File: src/rtl/pid_pkg.sv
package pid_pkg;

  // Class of the interval that ended at the current rising edge
  typedef enum logic [1:0] {
    IV_NONE = 2'd0,  // no edge this cycle
    IV_ZERO = 2'd1,
    IV_ONE  = 2'd2,
    IV_BAD  = 2'd3
  } ivClass_e;

  // Strobes from control to datapath
  typedef struct packed {
    logic appendBit;
    logic bitVal;
    logic clearFrame;
  } frameCtl_t;

endpackage

File: src/rtl/pid_datapath.sv
module pid_datapath
  import pid_pkg::*;
#(
  parameter int OneTicks   = 150,
  parameter int ZeroTicks  = 90,
  parameter int FuzzTicks  = 20,
  parameter int StopLimit  = 3000,
  parameter int CntW       = 12,
  parameter int MaxBits    = 31,
  parameter int CountW     = 5,
  parameter int SyncStages = 2
) (
  input  logic              clk,
  input  logic              rstN,
  input  logic              envIn,
  input  logic              tickEn,
  input  frameCtl_t         ctl,
  output ivClass_e          ivClass,
  output logic [CntW-1:0]   intervalCnt,
  output logic [MaxBits-1:0] frameData,
  output logic [CountW-1:0] bitCount
);

  localparam logic [CntW-1:0]   CntMax   = CntW'(StopLimit);
  localparam logic [CountW-1:0] CountMax = CountW'(MaxBits);

  // Synchroniser and edge detector
  logic [SyncStages-1:0] syncQ;
  logic                  envPrev;
  logic                  rise;

  always_ff @(posedge clk or negedge rstN) begin
    if (!rstN) begin
      syncQ   <= '0;
      envPrev <= 1'b0;
    end else begin
      syncQ   <= {syncQ[SyncStages-2:0], envIn};
      envPrev <= syncQ[SyncStages-1];
    end
  end

  assign rise = syncQ[SyncStages-1] & ~envPrev;

  // Interval counter: restart on edge, count ticks, stop at the limit.
  // Reset leaves it at the limit so the first edge reads as idle.
  always_ff @(posedge clk or negedge rstN) begin
    if (!rstN) begin
      intervalCnt <= CntMax;
    end else if (rise) begin
      intervalCnt <= tickEn ? CntW'(1) : '0;
    end else if (tickEn && intervalCnt < CntMax) begin
      intervalCnt <= intervalCnt + CntW'(1);
    end
  end

  // Tolerance windows: index 0 for the zero period, index 1 for the one period
  logic [1:0] winHit;
  for (genvar g = 0; g < 2; g++) begin : g_win
    localparam int Nom = (g == 0) ? ZeroTicks : OneTicks;
    assign winHit[g] = (int'(intervalCnt) > Nom - FuzzTicks) &&
                       (int'(intervalCnt) < Nom + FuzzTicks);
  end

  always_comb begin
    if (!rise)          ivClass = IV_NONE;
    else if (winHit[1]) ivClass = IV_ONE;
    else if (winHit[0]) ivClass = IV_ZERO;
    else                ivClass = IV_BAD;
  end

  // Frame register, LSB-first, capped at MaxBits
  always_ff @(posedge clk or negedge rstN) begin
    if (!rstN) begin
      frameData <= '0;
      bitCount  <= '0;
    end else if (ctl.clearFrame) begin
      frameData <= '0;
      bitCount  <= '0;
    end else if (ctl.appendBit && bitCount < CountMax) begin
      frameData[bitCount] <= ctl.bitVal;
      bitCount            <= bitCount + CountW'(1);
    end
  end

endmodule

File: src/rtl/pid_control.sv
module pid_control
  import pid_pkg::*;
#(
  parameter int OneTicks  = 150,
  parameter int FuzzTicks = 20,
  parameter int MinBits   = 5,
  parameter int CntW      = 12,
  parameter int CountW    = 5
) (
  input  logic              clk,
  input  logic              rstN,
  input  ivClass_e          ivClass,
  input  logic [CntW-1:0]   intervalCnt,
  input  logic [CountW-1:0] bitCount,
  output frameCtl_t         ctl,
  output logic              frameValid
);

  typedef enum logic [1:0] {ST_IDLE, ST_COLLECT, ST_PRESENT} ctlState_e;

  ctlState_e state, nextState;
  logic      timeoutHit;
  logic      enoughBits;
  logic      isBit;

  assign timeoutHit = int'(intervalCnt) >= OneTicks + FuzzTicks;
  assign enoughBits = int'(bitCount) >= MinBits;
  assign isBit      = (ivClass == IV_ONE) || (ivClass == IV_ZERO);

  always_comb begin
    ctl       = '0;
    nextState = state;
    unique case (state)
      ST_IDLE: begin
        // invalid edges are ignored here
        if (isBit) begin
          ctl.appendBit = 1'b1;
          ctl.bitVal    = (ivClass == IV_ONE);
          nextState     = ST_COLLECT;
        end
      end
      ST_COLLECT: begin
        if (isBit) begin
          ctl.appendBit = 1'b1;
          ctl.bitVal    = (ivClass == IV_ONE);
        end else if (ivClass == IV_BAD || timeoutHit) begin
          if (enoughBits) begin
            nextState = ST_PRESENT;
          end else begin
            ctl.clearFrame = 1'b1;  // runt: drop silently
            nextState      = ST_IDLE;
          end
        end
      end
      ST_PRESENT: begin
        ctl.clearFrame = 1'b1;
        nextState      = ST_IDLE;
      end
      default: nextState = ST_IDLE;
    endcase
  end

  always_ff @(posedge clk or negedge rstN) begin
    if (!rstN) state <= ST_IDLE;
    else       state <= nextState;
  end

  assign frameValid = (state == ST_PRESENT);

endmodule

File: src/rtl/pid_decoder.sv
module pid_decoder
  import pid_pkg::*;
#(
  parameter int OneTicks   = 150,
  parameter int ZeroTicks  = 90,
  parameter int FuzzTicks  = 20,
  parameter int StopMult   = 20,
  parameter int MaxBits    = 31,
  parameter int MinBits    = 5,
  parameter int SyncStages = 2
) (
  input  logic                         clk,
  input  logic                         rstN,
  input  logic                         envIn,
  input  logic                         tickEn,
  output logic                         frameValid,
  output logic [MaxBits-1:0]           frameData,
  output logic [$clog2(MaxBits+1)-1:0] bitCount
);

  localparam int StopLimit = StopMult * OneTicks;
  localparam int CntW      = $clog2(StopLimit + 1);
  localparam int CountW    = $clog2(MaxBits + 1);

  frameCtl_t       ctl;
  ivClass_e        ivClass;
  logic [CntW-1:0] intervalCnt;

  pid_datapath #(
    .OneTicks(OneTicks), .ZeroTicks(ZeroTicks), .FuzzTicks(FuzzTicks),
    .StopLimit(StopLimit), .CntW(CntW), .MaxBits(MaxBits),
    .CountW(CountW), .SyncStages(SyncStages)
  ) u_dp (
    .clk(clk), .rstN(rstN), .envIn(envIn), .tickEn(tickEn), .ctl(ctl),
    .ivClass(ivClass), .intervalCnt(intervalCnt),
    .frameData(frameData), .bitCount(bitCount)
  );

  pid_control #(
    .OneTicks(OneTicks), .FuzzTicks(FuzzTicks), .MinBits(MinBits),
    .CntW(CntW), .CountW(CountW)
  ) u_ctl (
    .clk(clk), .rstN(rstN), .ivClass(ivClass), .intervalCnt(intervalCnt),
    .bitCount(bitCount), .ctl(ctl), .frameValid(frameValid)
  );

endmodule

File: config.mk
export PLATFORM = sky130hd
export DESIGN_NAME = pid_decoder
export DESIGN_NICKNAME = d
export VERILOG_FILES = /design/src/rtl/pid_pkg.sv /design/src/rtl/pid_datapath.sv /design/src/rtl/pid_control.sv /design/src/rtl/pid_decoder.sv
export SDC_FILE = /design/constraint.sdc
export NUM_CORES = 1
export LEC_CHECK = 0
export BUFFER_PORTS_ARGS = -buffer_cell sky130_fd_sc_hd__buf_4
export CAP_MARGIN = 20
export CORE_MARGIN = 4
export CORE_UTILIZATION = 32
export CTS_CLUSTER_DIAMETER = 100
export CTS_CLUSTER_SIZE = 16
export DETAILED_ROUTE_END_ITERATION = 10
export GPL_ROUTABILITY_DRIVEN = 0
export GPL_TIMING_DRIVEN = 0
export PLACE_DENSITY_LB_ADDON = 0.15
export SYNTH_ARGS = -nofsm -noshare
export SYNTH_HDL_FRONTEND = slang
export SYNTH_SLANG_ARGS = --single-unit
File: constraint.sdc
create_clock -name clk -period 5.85 [get_ports clk]
set_input_delay 0.8775 -clock clk [delete_from_list [all_inputs] [get_ports clk]]
set_output_delay 0.8775 -clock clk [all_outputs]
set_load 0.01 [all_outputs]
After elaboration in Yosys (flattened, before gate mapping)

Cells that the tools add are included.
Widths: inputs -> output; s select.

Reductions and logical operators: 12
$add $sub $neg: 2
Order comparisons: 10
Equality and inequality tests: 8
Bitwise gates (word level): 2
Multiplexer cells: 24

Operator list:

| cell                  | number |
|---|---|
| $mux 31               | 2 |
| $bwmux 31             | 1 |
| $mux 12               | 2 |
| $mux 2                | 9 |
| $add 12x1->12 const B | 1 |
| $ge 12x8->1 const B   | 1 |
| $gt 12x7->1 const B   | 1 |
| $gt 12x8->1 const B   | 1 |
| $lt 12x12->1 const B  | 1 |
| $lt 12x7->1 const B   | 1 |
| $lt 12x8->1 const B   | 1 |
| $mux 5                | 2 |
| $eq 2x2->1 const B    | 3 |
| $lt 5x6->1 const B    | 1 |
| $add 5x1->5 const B   | 1 |
| $demux 1 s5           | 1 |
| $ge 5x1->1 const B    | 1 |
| $ge 5x3->1 const B    | 1 |
| $logic_and 1x1->1     | 5 |
| $lt 5x5->1 const B    | 1 |
| $mux 1                | 5 |
| $eq 2x1->1 const B    | 2 |
| $ne 2x1->1 const B    | 2 |
| $pmux 2 s2            | 1 |
| 9 further kinds       | 11 |

Input bits: 4
Logic and storage cells: 64
Register bits after elaboration: 53

Logic depth before layout (Yosys ltp)

Depth after elaboration: 12
Mapped depth: 12

By module

Synthesis repeated with hierarchy kept, for this count alone.

Cells, all modules: 339
Area, all modules: 2992.9 um^2

By module, submodules not included:

| module       | instances | cells an instance | seq. area each (um^2) | area an instance (um^2) |
|---|---|---|---|---|
| pid_datapath | 1         | 302               | 1285.0                | 2721.4 |
| pid_control  | 1         | 37                | 50.0                  | 271.5 |

Worst setup path before layout

Ideal clock, no wire load.

Path kind: register to register
Start point: register u_dp.intervalCnt[4]
End point: register u_dp.frameData[5]
Data required time: 5.708 ns
Arrival: 3.012 ns
Stages on the path, launching flop included: 13
Buffers on the path: 3
Path slack: 2.696 ns
Setup time: 0.142 ns
Cells stage by stage: dfstp_2 > clkbuf_1 > or3_1 > a2111oi_0 > nor4b_1 > a21oi_1 > ha_1 > clkbuf_1 > o21ai_1 > clkbuf_1 > nor4_1 > mux2i_1 > nor3_2

Longest elaborated chain between the ends: 12
Elaborated cells between the ends (all ways): 25
Those cells by class: 5 x order compare; 3 x eq/ne; 11 x mux; 6 x reduce/logical

Ends and longest elaborated chain:

| what                                       | RTL line                                                | RTL |
|---|---|---|
| start, declared                            | pid_datapath.sv:19                                      | `output logic [CntW-1:0] intervalCnt,` |
| start signal, assigned                     | pid_datapath.sv:48                                      | `intervalCnt <= CntMax;` |
| start signal, assigned                     | pid_datapath.sv:50                                      | `intervalCnt <= tickEn ? CntW'(1) : '0;` |
| start signal, assigned                     | pid_datapath.sv:52                                      | `intervalCnt <= intervalCnt + CntW'(1);` |
| $gt 12x7->1 or $lt 12x7->1 (tied branches) | pid_datapath.sv:60, pid_datapath.sv:61                  |  |
| $logic_and 1x1->1                          | pid_datapath.sv:60                                      | `assign winHit[g] = (int'(intervalCnt) > Nom - FuzzTicks) &&` |
| $mux 2                                     | pid_datapath.sv:67                                      | `else if (winHit[0]) ivClass = IV_ZERO;` |
| $mux 2                                     | pid_datapath.sv:66                                      | `else if (winHit[1]) ivClass = IV_ONE;` |
| $mux 2                                     | pid_datapath.sv:65                                      | `if (!rise) ivClass = IV_NONE;` |
| $eq 2x2->1 or $eq 2x1->1 (tied branches)   | pid_control.sv:28, pid_control.sv:38, pid_control.sv:45 |  |
| $logic_or 1x1->1                           | pid_control.sv:28                                       | `assign isBit = (ivClass == IV_ONE) \|\| (ivClass == IV_ZERO);` |
| $mux 2                                     | pid_control.sv:36, pid_control.sv:43                    |  |
| $mux 2                                     | --                                                      |  |
| $bwmux 31                                  | pid_datapath.sv:80                                      | `frameData[bitCount] <= ctl.bitVal;` |
| $mux 31                                    | pid_datapath.sv:79                                      | `end else if (ctl.appendBit && bitCount < CountMax) begin` |
| $mux 31                                    | pid_datapath.sv:76                                      | `end else if (ctl.clearFrame) begin` |
| end signal, assigned by index              | pid_datapath.sv:80                                      |  |
| end, declared                              | pid_datapath.sv:20                                      | `output logic [MaxBits-1:0] frameData,` |

Parallel ways exist; a longest one is shown, timed or not. The select of a mux whose other input is x is not followed.
A chain may end at the register's enable or synchronous reset.

Final worst setup path

Ends and elaborated chain as after synthesis.

==> results.cfg <==
[worst_setup_path]
critical_path.cell_chain = clkbuf_1, or3_1, a2111oi_0, nor4b_1, a21oi_1, ha_1, clkbuf_1, o21ai_1, clkbuf_1, nor4_1, mux2i_1, nor3_2
worst-endpoint-arrival_ns = 3.86
worst_setup_path_end_kind = register
critical_path.slowest_cell = sky130_fd_sc_hd__dfstp_2
worstPathBufferInverterCount = 3
worst_path_most_repeated_cell = sky130_fd_sc_hd__clkbuf_1
setup.worst_path.class = register to register
critical_path.max_fanout = 10
worstSetupStartpointType = register
critical-path-max-stage-delay_ns = 0.52
critical_path.top_delay_family = simple AND/OR/NAND/NOR gates
cp.required_ns = 6.03
timing.reg2reg.setup_slack_ns = 2.17

[timing]
hold-worst-slack_ns = 0.363
grt_setup_unrepaired = false
tns_ns = 0
setup-violations-final = 0
finalClockSkew_ns = 0.0108
final.min_clock_period_ns = 3.68
relSlewSlack_pct = 54.7
worst_slew_pin_slew_ns = 0.680
post-route-period-util_pct = 62.9
fmax_mhz = 272
report.final.hold_viol_count = 0
finalMaxSlewViolations = 0

[routing]
drc_errors = 0
dr_total_vias = 2550
detail_route.vias_per_cell = 5.09
routed_wl_mm = 7.69
drt_iter0_markers = 158
drt-wirelength-per-cell_um = 15.3
firstDrtPassIters = 4
antenna_left = 0

[cts]
ctsRootBufferMaster = sky130_fd_sc_hd__clkbuf_8
htree_levels = 2
cts_made_buffers = 5
tritoncts = built
cts_buffer_depth = 2
clk_latency_ns = 0.31
path_clk_slew_ns = 0.10
post_cts.resized_instances = 0
clock_sink_count = 53
cts-hold-fix-buffers = 0
cts_setup_buffers = 0

[layout]
antennaDiodeCount = 0
drive_above_1_share_pct = 22.0
design_area_um2 = 3710
fin_nets = 383
layout.cells.most_common_list = sky130_fd_sc_hd__nor3_1, sky130_fd_sc_hd__dfrtp_1, sky130_fd_sc_hd__buf_4
area_delta_synth_final_pct = 17.6
layout_commonest_cell = sky130_fd_sc_hd__nor3_1
layout.filler_cells = 1003

[floorplanning]
die-width_um = 107
die_footprint_um2 = 11500
initial_utilization_pct = 32.6
floorplan.die.height_um = 107
row_count = 36
design.portCount = 41
fp.coreArea_um2 = 9680

[global_route]
number_of_global_route_vias_before_repair = 2544
grt_use_met1_pct = 21.0
grt_overflow_total = 0
busiest_layer = met2
global_route_usage_sum_pct = 14.3
grt_use_met3_pct = 2.64
grt_util_met2_pct = 21.6
grt_pass1_wl_mm = 13.2
grt_start_max_net_pins = 54
grt_antenna_before_repair = 0

[min_path]
hold_path_class = register to register

[power_and_ir_drop]
ir_drop_mv = 0.112
pwr_density_cell_nw_per_um2 = 328
p_leak_nw = 1.55

[synth]
synth_edf_count = 0
post_synthesis_async_set_or_reset_flop_share_pct = 100
synthesized_cell_area_um2 = 3160
syn_inst = 321
syn_nets = 337
ys_seq_area_share_pct = 42.3
synth.ff_latch_count = 53
ys_dominant_reg_cell = sky130_fd_sc_hd__dfrtp_1
syn_avg_cell_area_um2 = 9.84
synth.distinct_cells = 50
ys_warn_count = 0

[status]
run_status = complete, no violations

[place]
count_of_buffers_inserted_at_the_top_level_ports = 39
hpwl_mm = 5.62
placed_area_um2 = 3620

[job]
maxCapViolations = 0
==> registers in the layout, indices dropped and copies added, names as in the netlist <==
name              cells
u_dp.syncQ            2
u_dp.envPrev          1
u_dp.frameData       31
u_dp.intervalCnt     12
u_dp.bitCount         5
u_ctl.state           2
==> path summary, 6_finish.rpt <==
| path | from | endpoint | cells after the start |
|---|---|---|---|
| hold reg to reg | u_dp.syncQ[0] | u_dp.syncQ[1] | 0 |
| setup / recovery | u_dp.intervalCnt[4] | u_dp.frameData[5] | 12 |
| setup reg to reg | u_dp.intervalCnt[4] | u_dp.frameData[5] | 12 |
| hold / removal | u_dp.syncQ[0] | u_dp.syncQ[1] | 0 |
| max in group asynchronous | rstN | u_dp.frameData[7] | 1 |
| min in group asynchronous | rstN | u_dp.intervalCnt[1] | 1 |
==> per-layer routing <==
layer  share of wire (%)  vias up  wire [um]
met5                   0        -          0
li1                    -     1252          -
met3                 2.6       11        198
met2                  45       46       3480
met1                  51     1241       3910
met4                 1.4        0        104
==> where the power goes <==
part           internal, W  switching [W]
Clock            0.0000963       0.000126
Combinational     0.000192       0.000296
Sequential        0.000434      0.0000741
Total             0.000722       0.000496
==> Yosys cell counts, types with 4 or more instances <==
master	number	area (um^2)
sky130_fd_sc_hd__nand3_1	6	30.0
sky130_fd_sc_hd__o21ai_0	4	20.0
sky130_fd_sc_hd__nor2_1	17	63.8
sky130_fd_sc_hd__inv_1	10	37.5
sky130_fd_sc_hd__xor2_1	4	35.0
sky130_fd_sc_hd__nand4_1	5	31.3
sky130_fd_sc_hd__nand2b_1	8	50.1
sky130_fd_sc_hd__nand2_1	16	60.1
sky130_fd_sc_hd__dfrtp_1	46	1150
sky130_fd_sc_hd__a21oi_1	8	40.0
sky130_fd_sc_hd__o211ai_1	5	37.5
sky130_fd_sc_hd__dfstp_2	7	184
sky130_fd_sc_hd__nor4_1	9	56.3
sky130_fd_sc_hd__nor3_1	47	235
sky130_fd_sc_hd__nor3_2	10	100
sky130_fd_sc_hd__mux2i_1	34	340
sky130_fd_sc_hd__clkbuf_1	20	75.1
sky130_fd_sc_hd__ha_1	12	150
==> metrics by stage <==
stage / instances / power, W / setup slack, ns / utilization (%)
2_1_floorplan: 321 / 0.000805 / 2.70 / -
6_report: 501 / 0.00122 / 2.17 / 38.4
3_5_place_dp: 493 / 0.00101 / 2.21 / 37.4
3_3_place_gp: 493 / 0.00100 / 2.20 / 37.4
4_1_cts: 501 / 0.00124 / 2.20 / 38.4
5_1_grt: 501 / 0.00132 / 1.87 / 38.4
==> area by class of cell <==
type	instances	area [um^2]	area share, %
clock inverters	2	13.8	0.370
well taps	133	166	4.48
multi-input cells	231	1650	44.4
clock buffers	6	82.6	2.22
flip-flops and latches	53	1340	35.9
repair buffers	39	293	7.88
plain buffers	27	138	3.70
inverters	10	37.5	1.01
==> cell families after synthesis <==
group	synth area share, %
AO/OA/AOI/OAI	10.5
flip-flops	42.3
XOR/XNOR	1.94
buffers and inverters	5.54
AND/OR/NAND/NOR	24.2
multiplexers	10.8
adder cells (fa/ha/maj)	4.75
Power figures use the tool's default switching activity.
